--- config.mk ---
export PLATFORM = sky130hd
export DESIGN_NAME = pm_timer_top
export DESIGN_NICKNAME = d
export VERILOG_FILES = /design/src/rtl/pm_tmr_pkg.sv /design/src/rtl/pm_tmr_counter.sv /design/src/rtl/pm_tmr_status.sv /design/src/rtl/pm_tmr_irq.sv /design/src/rtl/pm_timer_top.sv
export SDC_FILE = /design/constraint.sdc
export NUM_CORES = 1
export LEC_CHECK = 0
export BUFFER_PORTS_ARGS = -buffer_cell sky130_fd_sc_hd__clkbuf_2
export CAP_MARGIN = 30
export CORE_ASPECT_RATIO = 1.2
export CORE_MARGIN = 2
export CORE_UTILIZATION = 50
export DETAILED_ROUTE_END_ITERATION = 12
export GPL_ROUTABILITY_DRIVEN = 0
export PLACE_DENSITY_LB_ADDON = 0.05
export SETUP_SLACK_MARGIN = 0.5
export SYNTH_ARGS = -nofsm -noshare
export SYNTH_HDL_FRONTEND = slang
export SYNTH_SLANG_ARGS = --single-unit
--- constraint.sdc ---
create_clock -name clk -period 2.2 [get_ports clk]
set_input_delay 0.11 -clock clk [delete_from_list [all_inputs] [get_ports clk]]
set_output_delay 0.11 -clock clk [all_outputs]
set_load 0.05 [all_outputs]
--- src/rtl/pm_tmr_pkg.sv ---
`timescale 1ns/1ps
package pm_tmr_pkg;

  localparam int SLP_W = 3;

  typedef enum logic [SLP_W-1:0] {
    SLP_WORK  = 3'd0,
    SLP_LIGHT = 3'd1,
    SLP_S2    = 3'd2,
    SLP_S3    = 3'd3,
    SLP_S4    = 3'd4,
    SLP_OFF   = 3'd5
  } slp_state_e;

  // The counter runs only in the working and light-sleep states.
  function automatic logic slp_runs(input logic [SLP_W-1:0] s);
    return (s == SLP_WORK) || (s == SLP_LIGHT);
  endfunction

endpackage

--- src/rtl/pm_tmr_counter.sv ---
`timescale 1ns/1ps
module pm_tmr_counter
  import pm_tmr_pkg::*;
#(
  parameter int CNT_W = 24
) (
  input  logic             clk,
  input  logic             rst,
  input  logic             tick_i,
  input  logic [SLP_W-1:0] sleep_i,
  output logic [CNT_W-1:0] count_o,
  output logic             carry_o
);

  localparam int               MSB = CNT_W - 1;
  localparam logic [CNT_W-1:0] ONE = CNT_W'(1);

  logic [CNT_W-1:0] count_q;
  logic [CNT_W-1:0] count_nx;
  logic             adv;
  logic             carry_q;

  assign adv      = tick_i && slp_runs(sleep_i);
  assign count_nx = count_q + ONE;

  always_ff @(posedge clk) begin
    if (rst) begin
      count_q <= '0;
      carry_q <= 1'b0;
    end else begin
      carry_q <= adv && (count_nx[MSB] ^ count_q[MSB]);
      if (adv) count_q <= count_nx;
    end
  end

  assign count_o = count_q;
  assign carry_o = carry_q;

  // an accepted tick steps the count by one
  assert_step_R2: assert property (@(posedge clk) disable iff (rst)
    (tick_i && slp_runs(sleep_i)) |=> count_q == $past(count_q) + ONE);

  // no tick or a deep sleep state freezes the count
  assert_hold_R4: assert property (@(posedge clk) disable iff (rst)
    !(tick_i && slp_runs(sleep_i)) |=> $stable(count_q));

  // every top-bit change yields a carry pulse
  assert_carry_R5: assert property (@(posedge clk) disable iff (rst)
    (count_q[MSB] != $past(count_q[MSB])) |-> carry_q);

endmodule

--- src/rtl/pm_tmr_status.sv ---
`timescale 1ns/1ps
module pm_tmr_status (
  input  logic clk,
  input  logic rst,
  input  logic carry_i,
  input  logic clr_i,
  input  logic en_wr_i,
  input  logic en_val_i,
  output logic sts_o,
  output logic en_o
);

  logic sts_q;
  logic en_q;

  always_ff @(posedge clk) begin
    if (rst) begin
      sts_q <= 1'b0;
      en_q  <= 1'b0;
    end else begin
      // A new carry wins over a clear arriving at the same edge.
      if (carry_i)    sts_q <= 1'b1;
      else if (clr_i) sts_q <= 1'b0;
      if (en_wr_i) en_q <= en_val_i;
    end
  end

  assign sts_o = sts_q;
  assign en_o  = en_q;

  // the flag is sticky without a clear
  assert_sticky_R7: assert property (@(posedge clk) disable iff (rst)
    (sts_q && !clr_i) |=> sts_q);

  // a clear on a quiet cycle drops the flag
  assert_clear_R7: assert property (@(posedge clk) disable iff (rst)
    (clr_i && !carry_i) |=> !sts_q);

  // a carry always leaves the flag set
  assert_setwins_R8: assert property (@(posedge clk) disable iff (rst)
    carry_i |=> sts_q);

  // the enable flag holds without a write strobe
  assert_en_hold_R9: assert property (@(posedge clk) disable iff (rst)
    !en_wr_i |=> $stable(en_q));

endmodule

--- src/rtl/pm_tmr_irq.sv ---
`timescale 1ns/1ps
module pm_tmr_irq (
  input  logic clk,
  input  logic rst,
  input  logic sts_i,
  input  logic en_i,
  output logic irq_o
);

  logic irq_q;

  always_ff @(posedge clk) begin
    if (rst) irq_q <= 1'b0;
    else     irq_q <= sts_i && en_i;
  end

  assign irq_o = irq_q;

  // the interrupt follows both flags with one edge of delay
  assert_irq_rise_R10: assert property (@(posedge clk) disable iff (rst)
    (sts_i && en_i) |=> irq_q);

  assert_irq_fall_R10: assert property (@(posedge clk) disable iff (rst)
    !(sts_i && en_i) |=> !irq_q);

endmodule

--- src/rtl/pm_timer_top.sv ---
`timescale 1ns/1ps
module pm_timer_top
  import pm_tmr_pkg::*;
#(
  parameter int CNT_W = 24
) (
  input  logic             clk,
  input  logic             rst,
  input  logic             tick_i,
  input  logic [SLP_W-1:0] sleep_i,
  output logic [CNT_W-1:0] count_o,
  input  logic             sts_clr_i,
  input  logic             en_wr_i,
  input  logic             en_val_i,
  output logic             sts_o,
  output logic             en_o,
  output logic             irq_o
);

  logic carry;
  logic sts;
  logic en;

  pm_tmr_counter #(.CNT_W(CNT_W)) u_cnt (
    .clk     (clk),
    .rst     (rst),
    .tick_i  (tick_i),
    .sleep_i (sleep_i),
    .count_o (count_o),
    .carry_o (carry)
  );

  pm_tmr_status u_sts (
    .clk      (clk),
    .rst      (rst),
    .carry_i  (carry),
    .clr_i    (sts_clr_i),
    .en_wr_i  (en_wr_i),
    .en_val_i (en_val_i),
    .sts_o    (sts),
    .en_o     (en)
  );

  pm_tmr_irq u_irq (
    .clk   (clk),
    .rst   (rst),
    .sts_i (sts),
    .en_i  (en),
    .irq_o (irq_o)
  );

  assign sts_o = sts;
  assign en_o  = en;

  // reset leaves every output cleared
  assert_reset_R1: assert property (@(posedge clk)
    $past(rst) |-> (count_o == '0 && !sts_o && !en_o && !irq_o));

endmodule

== After elaboration in Yosys (flattened, before gate mapping) ==
Cells that the tools add are included.

* Bits of input ports: 9
* Output and inout port bits: 27
* Flip-flop bits (word level): 28

* Equal/unequal tests: 1
* Reduce and logical (&&, ||, !) cells: 6
* Bitwise logic cells: 1
* Add/subtract/negate cells: 1
* Muxes and demuxes: 2

{| class="wikitable"
|+ Operators by type and width
! cell !! count
|-
| $add A24 B1 Y24 const B || 1
|-
| $eq A3 B1 Y1 const B || 1
|-
| $logic_and A1 B1 Y1 || 3
|-
| $logic_not A3 Y1 || 1
|-
| $mux W1 || 2
|-
| $reduce_bool A2 Y1 || 1
|-
| $logic_or A1 B1 Y1 || 1
|-
| $xor A1 B1 Y1 || 1
|}

== Logic depth before layout (Yosys ltp) ==
* Depth in word-level cells: 4
* Gate-level depth with buffers: 6
* Gate-level depth less buffers: 5

== Cells and area by module ==
From an unflattened synthesis, not the netlist that was laid out.

* Cells, all modules: 137
* Area total of the unflattened synthesis: 1270.0 sq um

{| class="wikitable"
|+ By module, submodules not included
! module !! instances !! cells each !! area an instance (sq um) !! seq. area each (sq um)
|-
| pm_tmr_counter || 1 || 128 || 1168.6 || 500.5
|-
| pm_tmr_status || 1 || 7 || 72.6 || 40.0
|-
| pm_tmr_irq || 1 || 2 || 28.8 || 20.0
|}

== Worst setup path after synthesis ==
No wires, ideal clock.

* Kind: reg2reg
* Start point: register u_cnt.count_q[0], in the netlist u_cnt.count_o[0]
* End point: register u_cnt.count_q[18], in the netlist u_cnt.count_o[18]
* Arrival time: 1.966 ns
* Cell stages (with the launch flop): 6
* Path slack: 0.165 ns
* Period minus slack after synthesis: 2.035 ns
* Path through: dfxtp_1 ha_1 and4bb_2 nand4_4 or4_1 a21oi_1

* Cells in the longest elaborated chain, start to end: 1

{| class="wikitable"
|+ Ends and longest elaborated chain
! item !! RTL line !! source
|-
| from (decl) || pm_tmr_counter.sv:18 || <nowiki>logic [CNT_W-1:0] count_q;</nowiki>
|-
| from (signal assigned) || pm_tmr_counter.sv:32 || <nowiki>if (adv) count_q <= count_nx;</nowiki>
|-
| $add A24 B1 Y24 || pm_tmr_counter.sv:24 || <nowiki>assign count_nx = count_q + ONE;</nowiki>
|}

Every way passes these cells.
A chain may end at the register's enable or synchronous reset.

== Worst setup path after layout ==
* Start point: register u_cnt.count_q[3], in the netlist u_cnt.count_o[3]
* End point: register u_cnt.count_q[16], in the netlist u_cnt.count_o[16]

Same word-level chain as after synthesis.

==> flow_metrics.tcl <==
set metrics [dict create \
    drt_iter0_markers 46 \
    timing.fmax_mhz 607 \
    cp_cell_sequence "and4_4 > buf_12 > nand4_4 > buf_4 > or3_1 > a21oi_1" \
    numCtsBuffers 3 \
    cts_tree "done" \
    async_flop_share 0 \
    grt_pass1_wl_mm 4.50 \
    fp.dieW_um 50.3 \
    fin_worst_skew_ns 0.00939 \
    hp-class "in -> reg" \
    hpwlAfterDp_mm 1.93 \
    cts_hold_buffers 0 \
    drive_above_1_share 0.456 \
    clkLatencyLatePin_ns 0.34 \
    num_io_pins 36 \
    cts.clk_slew.worst_paths_ns 0.16 \
    final.fill_count 216 \
    holdPathStages 3 \
    synth_edf_count 0 \
    synth-seq-area-share 0.435 \
    cp-start-kind "flip-flop" \
    fin_crit_sh 0.749 \
    antenna_found_initial 0 \
    cpMaxStageDelayCell "dfxtp_4" \
    vias 1177 \
    fin_tns_setup_ns 0 \
    cp_num_buf_inv 2 \
    hold_start "en_val_i" \
    netlist.area_leader.share 0.435 \
    worstPathRequired_ns 2.48 \
    clock-sinks 28 \
    drc 0 \
    synth.avg_cell_area_um2 9.33 \
    worstMarginPinSlew_ns 0.562 \
    grt_max_degree 29 \
    ctsRootBufferMaster "clkbuf_4" \
    grt_overflow 0 \
    end_kind "flip-flop" \
    holdPathEnd "u_sts.en_o$_SDFFE_PP0P_" \
    first_global_vias 1047 \
    finalNetCount 191 \
    slew_headroom 0.625 \
    cpPeakStageDelay_ns 0.40 \
    initial_core_util 0.515 \
    dr.pass1.iters 4 \
    critPathTopFamily "simple AND/OR/NAND/NOR gates" \
    core_um2 2500 \
    rsz0062_at_grt "yes" \
    status "finished, final reports clean" \
    slew_viol_final 0 \
    hold_slack_ns 0.00572 \
    synth_cells 138 \
    synth_ff_type "dfxtp_1" \
    setup_viol 0 \
    syn_area_um2 1290 \
    cts_buffer_depth 2 \
    rr_worst_depth 6 \
    p_total_uw 888 \
    antenna_cells 0 \
    rr_startpoint "u_cnt.count_o[3]$_SDFFE_PP0P_" \
    timing.critical_path.from "u_cnt.count_o[3]$_SDFFE_PP0P_" \
    portBuffers 34 \
    synth_seq_cells 28 \
    path_class "reg -> reg" \
    rrSetupSlack_ns 0.55 \
    htreeDepth 1 \
    synth_largest_area_cell "dfxtp_1" \
    worstReg2RegEnd "u_cnt.count_o[16]$_SDFFE_PP0P_" \
    p_leak_nw 0.639 \
    routedWlPerCell_um 13.2 \
    critical_path_arrival_ns 1.92 \
    syn-num-nets 148 \
    rows 20 \
    finalWirelength_mm 2.81 \
    dieHeight_um 59.6 \
    path_max_fanout 7 \
    maxCapViolations 0 \
    synth_warnings 0 \
    synth_cell_types 31 \
    ant_nets 0 \
    finalCriticalPeriod_ns 1.65 \
    finalHoldViolations 0 \
    ys_top_cells_by_count "dfxtp_1, a21oi_1, nor2_1, nand2_1" \
    yosysMostFrequentCell "dfxtp_1" \
    dieArea_um2 3000 \
    viasPerCell 5.53 \
    synth_area_leaders "dfxtp_1, a21oi_1, o31ai_1, or4_1, nor2_1" \
    cellPowerDensity_nw_per_um2 537 \
    gr-usage-all-layers 0.196 \
    ir_drop_mv 0.427 \
    synthToLayoutAreaGrowth_pct 28.6 \
]
-- placed cells by master, fill, tap and decap left out, types with 2 or more instances in the layout --
cell / Yosys / final
o21ai_0: 7 / 7
nor2_1: 12 / 12
inv_1: 3 / 3
clkbuf_4: 0 / 3
nand3_1: 6 / 5
dfxtp_1: 28 / 9
or3_1: 7 / 7
a21oi_1: 15 / 15
dfxtp_2: 0 / 13
buf_4: 1 / 7
o31ai_1: 7 / 7
and3_2: 4 / 4
clkbuf_2: 0 / 34
nor4_1: 2 / 2
xnor2_1: 3 / 3
or4_1: 7 / 6
nand4_1: 4 / 4
mux2i_1: 2 / 2
xor2_1: 5 / 5
dfxtp_4: 0 / 6
nand2_1: 9 / 9
-- final cells by class --
type                       count  area, µm²  area share
clock inverter                 1       30.0      0.0181
clock buffer                   3       22.5      0.0136
inverter                       3       11.3     0.00680
timing repair buffer          43        254       0.153
sequential                    28        599       0.362
tap                           33       41.3      0.0249
multi-input combinational    102        697       0.421
-- routing by layer --
metal	share of wire	up-vias	global-route usage
met4	0.019	0	0.104
met3	0.042	5	0.0227
met5	0	-	0
met1	0.43	550	0.235
li1	-	591	-
met2	0.51	31	0.342
-- kinds of logic (layout without fill, tap and decap cells) --
group / after synthesis / after routing / share of synthesized area
buffers and inverters: 8 / 50 / 0.0457
AO/OA/AOI/OAI: 31 / 31 / 0.141
AND/OR/NAND/NOR: 60 / 60 / 0.298
multiplexers: 2 / 2 / 0.0155
XOR/XNOR: 8 / 8 / 0.0544
adder cells (fa/ha/maj): 1 / 1 / 0.00972
flip-flops: 28 / 28 / 0.435
-- where the power goes --
group | switching, mW | total [mW] | leakage, nW | internal, mW
Combinational | 0.0243 | 0.0366 | 0.374 | 0.0123
Clock | 0.161 | 0.346 | 0.0279 | 0.184
Sequential | 0.00285 | 0.506 | 0.237 | 0.503
-- how the worst max path moves through the flow --
stage | cells after the start | endpoint
after floorplan | 5 | u_cnt.count_o[18]$_SDFFE_PP0P_
after CTS | 6 | u_cnt.count_o[10]$_SDFFE_PP0P_
final | 6 | u_cnt.count_o[16]$_SDFFE_PP0P_
after global routing | 6 | u_cnt.count_o[10]$_SDFFE_PP0P_
after global placement | 5 | u_cnt.count_o[18]$_SDFFE_PP0P_
after detailed placement | 5 | u_cnt.count_o[18]$_SDFFE_PP0P_
-- registers in the layout, indices dropped and copies added (netlist names) --
signal	count
u_irq.irq_o	1
u_sts.sts_o	1
u_sts.en_o	1
u_cnt.carry_o	1
u_cnt.count_o	24
-- what timing repair did --
action / 4_1_cts / 5_1_grt
endpoints found under the setup margin: 8 / 12
gates resized for setup: 2 / 9
cloned: 0 / 0
setup buffers: 2 / 7
pin swaps: 1 / 8
-- metrics by stage --
| step | instances | setup WS [ns] | utilization | instance area, µm² |
|---|---|---|---|---|
| 2_1_floorplan | 138 | 0.489 | - | 1330 |
| 3_3_place_gp | 200 | 0.438 | 0.597 | 1490 |
| 3_5_place_dp | 200 | 0.392 | 0.597 | 1490 |
| 4_1_cts | 206 | 0.500 | 0.626 | 1570 |
| 5_1_grt | 213 | 0.478 | 0.662 | 1660 |
| 6_report | 213 | 0.552 | 0.662 | 1660 |
-- worst min-delay path, stage by stage --
cell,delay (ns)
clkbuf_2,0.08
mux2i_1,0.06
nor2_1,0.08
(Power assumes the default switching activity.)
